$ cat src/rtl/dbgcr_pkg.sv
`timescale 1ns/1ps
package dbgcr_pkg;
  localparam int unsigned NUM_GATES = 2;
  typedef enum int unsigned {
    GATE_FAST = 0,
    GATE_SLOW = 1
  } gate_idx_e;
endpackage

$ cat src/rtl/dbgcr_rst_sync.sv
`timescale 1ns/1ps
module dbgcr_rst_sync #(
  parameter int unsigned STAGES = 2
) (
  input  logic clk_i,
  input  logic arst_n_i,
  output logic sync_n_o
);
  logic [STAGES-1:0] sh_q, sh_d;

  always_comb begin
    sh_d = {sh_q[STAGES-2:0], 1'b1};
  end

  always_ff @(posedge clk_i or negedge arst_n_i) begin
    if (!arst_n_i) sh_q <= '0;
    else           sh_q <= sh_d;
  end

  assign sync_n_o = sh_q[STAGES-1];

  // once released, stays released until the asynchronous reset returns
  a_r7_release_sticky: assert property (@(posedge clk_i) disable iff (!arst_n_i)
    sync_n_o |=> sync_n_o);
endmodule

$ cat src/rtl/dbgcr_div.sv
`timescale 1ns/1ps
module dbgcr_div #(
  parameter int unsigned RATIO = 8
) (
  input  logic clk_i,
  input  logic arst_n_i,
  input  logic run_i,
  output logic slow_o,
  output logic tick_o
);
  localparam int unsigned CW   = (RATIO > 2) ? $clog2(RATIO) : 1;
  localparam int unsigned HALF = RATIO / 2;
  localparam logic [CW-1:0] LAST  = CW'(RATIO - 1);
  localparam logic [CW-1:0] HALFV = CW'(HALF);

  logic [CW-1:0] cnt_q, cnt_d;
  logic          slow_q, slow_d;

  always_comb begin
    if (!run_i) begin
      cnt_d  = '0;
      slow_d = 1'b0;
    end else begin
      cnt_d  = (cnt_q == LAST) ? '0 : cnt_q + 1'b1;
      slow_d = (cnt_q < HALFV);
    end
  end

  always_ff @(posedge clk_i or negedge arst_n_i) begin
    if (!arst_n_i) begin
      cnt_q  <= '0;
      slow_q <= 1'b0;
    end else begin
      cnt_q  <= cnt_d;
      slow_q <= slow_d;
    end
  end

  assign slow_o = slow_q;
  assign tick_o = run_i && (cnt_q == '0);

  // phase pinned to zero and slow level low while not running
  a_r8_hold_zero: assert property (@(posedge clk_i) disable iff (!arst_n_i)
    !run_i |=> (cnt_q == '0) && !slow_q);
  // slow level rises at phase zero and falls at half period
  a_r1_rise_at_zero: assert property (@(posedge clk_i) disable iff (!arst_n_i)
    (run_i && cnt_q == '0) |=> slow_q);
  a_r1_fall_at_half: assert property (@(posedge clk_i) disable iff (!arst_n_i)
    (run_i && cnt_q == HALFV) |=> !slow_q);
endmodule

$ cat src/rtl/dbgcr_clk_gate.sv
`timescale 1ns/1ps
module dbgcr_clk_gate (
  input  logic clk_i,
  input  logic arst_n_i,
  input  logic src_i,
  input  logic allow_i,
  input  logic en_i,
  output logic gclk_o
);
  logic en_q, en_d;

  always_comb begin
    en_d = allow_i ? en_i : en_q;
  end

  always_ff @(negedge clk_i or negedge arst_n_i) begin
    if (!arst_n_i) en_q <= 1'b0;
    else           en_q <= en_d;
  end

  assign gclk_o = src_i & en_q;

  // the enable moves only inside the window where the gated source is low
  a_r6_window_only: assert property (@(negedge clk_i) disable iff (!arst_n_i)
    $changed(en_q) |-> $past(allow_i));
  // a blocked request closes the gate at the next update
  a_r4_block_closes: assert property (@(negedge clk_i) disable iff (!arst_n_i)
    (allow_i && !en_i) |=> !en_q);
endmodule

$ cat src/rtl/dbgcr_rst_out.sv
`timescale 1ns/1ps
module dbgcr_rst_out #(
  parameter int unsigned STAGES = 3
) (
  input  logic clk_i,
  input  logic arst_n_i,
  input  logic tick_i,
  output logic rst_n_o
);
  logic [STAGES-1:0] sh_q, sh_d;

  always_comb begin
    sh_d = tick_i ? {sh_q[STAGES-2:0], 1'b1} : sh_q;
  end

  always_ff @(posedge clk_i or negedge arst_n_i) begin
    if (!arst_n_i) sh_q <= '0;
    else           sh_q <= sh_d;
  end

  assign rst_n_o = sh_q[STAGES-1];

  // internal reset releases only on a slow-clock rising edge
  a_r5_release_on_tick: assert property (@(posedge clk_i) disable iff (!arst_n_i)
    $rose(rst_n_o) |-> $past(tick_i));
endmodule

$ cat src/rtl/dbg_clkrst_gen.sv
`timescale 1ns/1ps
module dbg_clkrst_gen #(
  parameter int unsigned DIV_RATIO    = 8,
  parameter int unsigned SYNC_STAGES  = 2,
  parameter int unsigned RST_STAGES   = 3
) (
  input  logic clk_fast_i,
  input  logic rst_pin_n_i,
  input  logic rst_dbg_n_i,
  input  logic pwr_down_i,
  input  logic stop_req_i,
  output logic clk_fast_o,
  output logic clk_slow_o,
  output logic rst_int_n_o
);
  import dbgcr_pkg::*;

  logic rst_n;
  logic run;
  logic slow_lvl;
  logic slow_tick;
  logic en_req;
  logic [NUM_GATES-1:0] src_vec, allow_vec, gclk_vec;

  // either request resets the block
  assign rst_n  = rst_pin_n_i & rst_dbg_n_i;
  assign en_req = run & ~pwr_down_i & ~stop_req_i;

  dbgcr_rst_sync #(.STAGES(SYNC_STAGES)) u_sync (
    .clk_i    (clk_fast_i),
    .arst_n_i (rst_n),
    .sync_n_o (run)
  );

  dbgcr_div #(.RATIO(DIV_RATIO)) u_div (
    .clk_i    (clk_fast_i),
    .arst_n_i (rst_n),
    .run_i    (run),
    .slow_o   (slow_lvl),
    .tick_o   (slow_tick)
  );

  assign src_vec[GATE_FAST]   = clk_fast_i;
  assign allow_vec[GATE_FAST] = 1'b1;
  assign src_vec[GATE_SLOW]   = slow_lvl;
  assign allow_vec[GATE_SLOW] = ~slow_lvl;

  for (genvar g = 0; g < NUM_GATES; g++) begin : g_gate
    dbgcr_clk_gate u_gate (
      .clk_i    (clk_fast_i),
      .arst_n_i (rst_n),
      .src_i    (src_vec[g]),
      .allow_i  (allow_vec[g]),
      .en_i     (en_req),
      .gclk_o   (gclk_vec[g])
    );
  end

  assign clk_fast_o = gclk_vec[GATE_FAST];
  assign clk_slow_o = gclk_vec[GATE_SLOW];

  dbgcr_rst_out #(.STAGES(RST_STAGES)) u_rst (
    .clk_i    (clk_fast_i),
    .arst_n_i (rst_n),
    .tick_i   (slow_tick),
    .rst_n_o  (rst_int_n_o)
  );
endmodule

$ cat config.mk
export PLATFORM = sky130hd
export DESIGN_NAME = dbg_clkrst_gen
export DESIGN_NICKNAME = d
export VERILOG_FILES = /design/src/rtl/dbgcr_pkg.sv /design/src/rtl/dbgcr_rst_sync.sv /design/src/rtl/dbgcr_div.sv /design/src/rtl/dbgcr_clk_gate.sv /design/src/rtl/dbgcr_rst_out.sv /design/src/rtl/dbg_clkrst_gen.sv
export SDC_FILE = /design/constraint.sdc
export NUM_CORES = 1
export LEC_CHECK = 0
export ABC_AREA = 1
export CAP_MARGIN = 20
export CORE_AREA = 10 10 47 49
export CTS_CLUSTER_DIAMETER = 40
export DETAILED_ROUTE_END_ITERATION = 6
export DIE_AREA = 0 0 57 59
export GPL_TIMING_DRIVEN = 0
export SLEW_MARGIN = 10
export SYNTH_ARGS = -nofsm -noshare
export SYNTH_HDL_FRONTEND = slang
export SYNTH_SLANG_ARGS = --single-unit
$ cat constraint.sdc
create_clock -name clk_fast_i -period 1.45 [get_ports clk_fast_i]
set_input_delay 0.29 -clock clk_fast_i [delete_from_list [all_inputs] [get_ports clk_fast_i]]
set_output_delay 0.29 -clock clk_fast_i [all_outputs]
set_load 0.02 [all_outputs]
### Word level (Yosys, flattened, before mapping)

Cells that the tools add are included.

* add/sub/neg operators: 1
* reduce and logical (&&, ||, !) cells: 2
* equality and inequality tests: 1
* mux-type cells: 3
* $lt $le $gt $ge: 1
* bitwise logic cells: 7

Operators with widths (count)
* 2-to-1 mux 3 bit: 2
* bitwise AND 1 bit: 5
* adder 3 x 1 -> 3 bit, second input constant: 1
* == test 3 bit, second input constant: 1
* zero test 3 bit: 1
* less-than comparator 3 bit, second input constant: 1
* NOT 1 bit: 2
* logical AND 1 bit: 1
* 2-to-1 mux 1 bit: 1

* register bits after elaboration: 11
* input port bits: 5
* output and inout bits: 3

### Longest topological paths before layout

* depth after elaboration: 3
* depth in mapped cells: 5

### Hierarchy

From an unflattened synthesis, not the netlist that was laid out.

* cells, all modules: 55
* area total of the unflattened synthesis: 462.9 sq um

By module, submodules not included
* dbgcr_div: cells each 20, times used 1, area an instance 177.7 sq um, sequential area each 100.1 sq um
* dbgcr_rst_out: cells each 11, times used 1, area an instance 107.6 sq um, sequential area each 75.1 sq um
* dbgcr_clk_gate: cells each 7, times used 2, area an instance 47.5 sq um, sequential area each 25.0 sq um
* dbgcr_rst_sync: cells each 3, times used 1, area an instance 53.8 sq um, sequential area each 50.0 sq um
* dbg_clkrst_gen: cells each 7, times used 1, area an instance 28.8 sq um, sequential area each 0.0 sq um

==> results.toml <==
[status]
status = "complete, but fails checks"
violations = "setup timing"

[clock_network]
cts.clk_slew.worst_paths_ns = 0.07
cts_tree = "built"
clk_latency_ns = 0.39

[synth]
ys_ff_latch = 11
yosysTopAreaCell = "dfrtp_1"
synth.distinct_cells = 13
synthTopCellsByArea = "dfrtp_1 50%, dfrtn_1 11%, ha_1 8.3%, inv_1 8.3%, nand2_1 8.3%"
ys_seq_area_share_pct = 61.1
synthCells = 45
synth_area_um2 = 450
synth_warnings = 0
synth.top_cell.area_share_pct = 50.0
syn_area_per_cell_um2 = 10.0
syn_nets = 53

[place]
place_hpwl_um = 550
gp_congestion = 0.694
io_buffers = 7
place_area_um2 = 541

[hold_path]
hp-class = "input pin to async pin"

[timing]
grt_setup_unrepaired = "yes"
setup_viol = 4
finalHoldViolations = 0
fin_skew_ns = 0.0191
setup_tns_ns = -1.14
setup_ws_ns = -0.573
maxSlewViolCount = 0

[job]
drv_cap = 0

[worst_setup_path]
worstPathMaxFanout = 2
timing.rr.end = "g_gate[1].u_gate.en_q$_DFFE_NN0N_"
worstPathRequired_ns = 1.16
reg2regPathDepth = 4
r2r_start = "u_sync.sh_q[1]$_DFF_PN0_"
startpoint_type = "flip-flop"
worst_path_largest_cell_delay_ns = 0.41
cpMaxStageDelayCell = "dfrtn_1"
cp-end-kind = "primary output"
crit_type = "flip-flop to primary output"
reg2reg_slack_ns = -0.01
path_cells = "nand2_2 -> inv_2 -> buf_6"
cp_data_arrival_time_ns = 1.73

[pwr]
power.density_mw_per_mm2 = 1260
irDropWorstVdd_mv = 0.819
p_leak_uw = 0.000363
fin_total_pwr_uw = 794

[drt]
route.vias.total = 330
drt.antenna.violating_nets = 0
route.detailed.drc = 0
drt-initial-drc-count = 3
drtPass1Iterations = 2
drt_wl_total_um = 792
avgViaCountPerCell = 4.13
wl_per_cell_um = 9.90

[global_route]
grt_pass1_wl_um = 1360
gr-total-overflow = 0
grt_pass1_vias = 314
grt_max_degree = 12
antenna_found_initial = 0
grt.total_usage_pct = 5.92

[floorplanning]
die_w_um = 57
start_util_pct = 32.1
num_io_pins = 8
dieArea_mm2 = 0.00336
dieHeight_um = 59
core_area_mm2 = 0.00140
num_rows = 14

[cells_and_area]
finalInstanceArea_um2 = 631
final_layout_size_suffix_gt1_share_pct = 29.7
nets = 73
syn2layout_area_growth_pct = 40.0
diodes = 0
## state kept, by name (all words and copies together) (netlist names)
signal              flops
u_sync.sh_q             2
u_div.cnt_q             3
g_gate.u_gate.en_q      2
u_div.slow_o            1
u_rst.sh_q              3
## through the flow
step           util [%]  std cells  hold slack [ns]  worst slack, ns
3_3_place_gp       38.6         68            0.332           -0.648
6_report           45.0         80            0.298           -0.573
2_1_floorplan         -         45            0.181          -0.0870
5_1_grt            45.0         80            0.301           -0.620
4_1_cts            43.8         78            0.313           -0.590
3_5_place_dp       38.6         68            0.337           -0.656
## critical path: cells and delay by family (launching register included)
family / cells / cell delay (ns)
buffers and inverters: 2 / 0.15
AND/OR/NAND/NOR: 1 / 0.06
flip-flops: 1 / 0.41
## area by class of cell
class / instances / area [um2]
fillers: 139 / 771
flip-flops and latches: 11 / 275
multi-input cells: 23 / 136
repair buffers: 11 / 97.6
clock buffers: 8 / 60.1
inverters: 10 / 37.5
well taps: 16 / 20.0
clock inverters: 1 / 3.75
## report_power, final
part,switching (uW),internal (uW)
Clock,128,206
Combinational,54.0,50.7
Sequential,16.3,338
Total,198,595
## synth_stat cells (all sizes together)
cell and number:
nand3 2, conb 1, nor3b 1, dfrtn 2, nor3 2, nor2 2
inv 11, dfrtp 9, ha 3, nand2 10, nand4 2
## metal layers
metal | routed length [um] | GRT usage, % | vias up
li1 | - | - | 172
met1 | 300 | 4.61 | 149
met2 | 425 | 7.60 | 5
met3 | 47 | 5.58 | 4
met4 | 19 | 7.72 | 0
met5 | 0 | 0 | -
## layout by cell type (no fill, tap or decap), drive strengths merged
cell / netlist / final
nand3: 2 / 2
nand2: 10 / 10
nor2: 2 / 2
clkdlybuf4s50: 0 / 4
clkbuf: 0 / 7
nand4: 2 / 2
dfrtn: 2 / 2
inv: 11 / 11
dlygate4sd2: 0 / 1
buf: 0 / 7
nor3: 2 / 2
dfrtp: 9 / 9
nor3b: 1 / 1
ha: 3 / 3
conb: 1 / 1
## how the worst max path moves through the flow
stage | start | to | slack (ns) | cells past startpoint
global route | g_gate[1].u_gate.en_q$_DFFE_NN0N_ | clk_slow_o | -0.62 | 3
floorplan | g_gate[1].u_gate.en_q$_DFFE_NN0N_ | clk_slow_o | -0.09 | 2
CTS | g_gate[1].u_gate.en_q$_DFFE_NN0N_ | clk_slow_o | -0.59 | 3
global placement | g_gate[1].u_gate.en_q$_DFFE_NN0N_ | clk_slow_o | -0.65 | 3
finish | g_gate[1].u_gate.en_q$_DFFE_NN0N_ | clk_slow_o | -0.57 | 3
detailed placement | g_gate[1].u_gate.en_q$_DFFE_NN0N_ | clk_slow_o | -0.66 | 3
## cells by family (layout without fill, tap and decap cells)
family	after synthesis	after routing	synth area share, %
fa+ha+maj	3	3	8.33
flops	11	11	61.1
other cells	1	1	0.833
buf+inv	11	30	9.17
simple gates	19	19	20.6
## timing repair
action,in CTS,in global routing
hold buffers,0,0
buffers inserted,3,2
endpoints found under the setup margin,6,4
resized for setup,13,1
pin swaps,0,1
No activity file was read; power rests on OpenSTA's default activity.
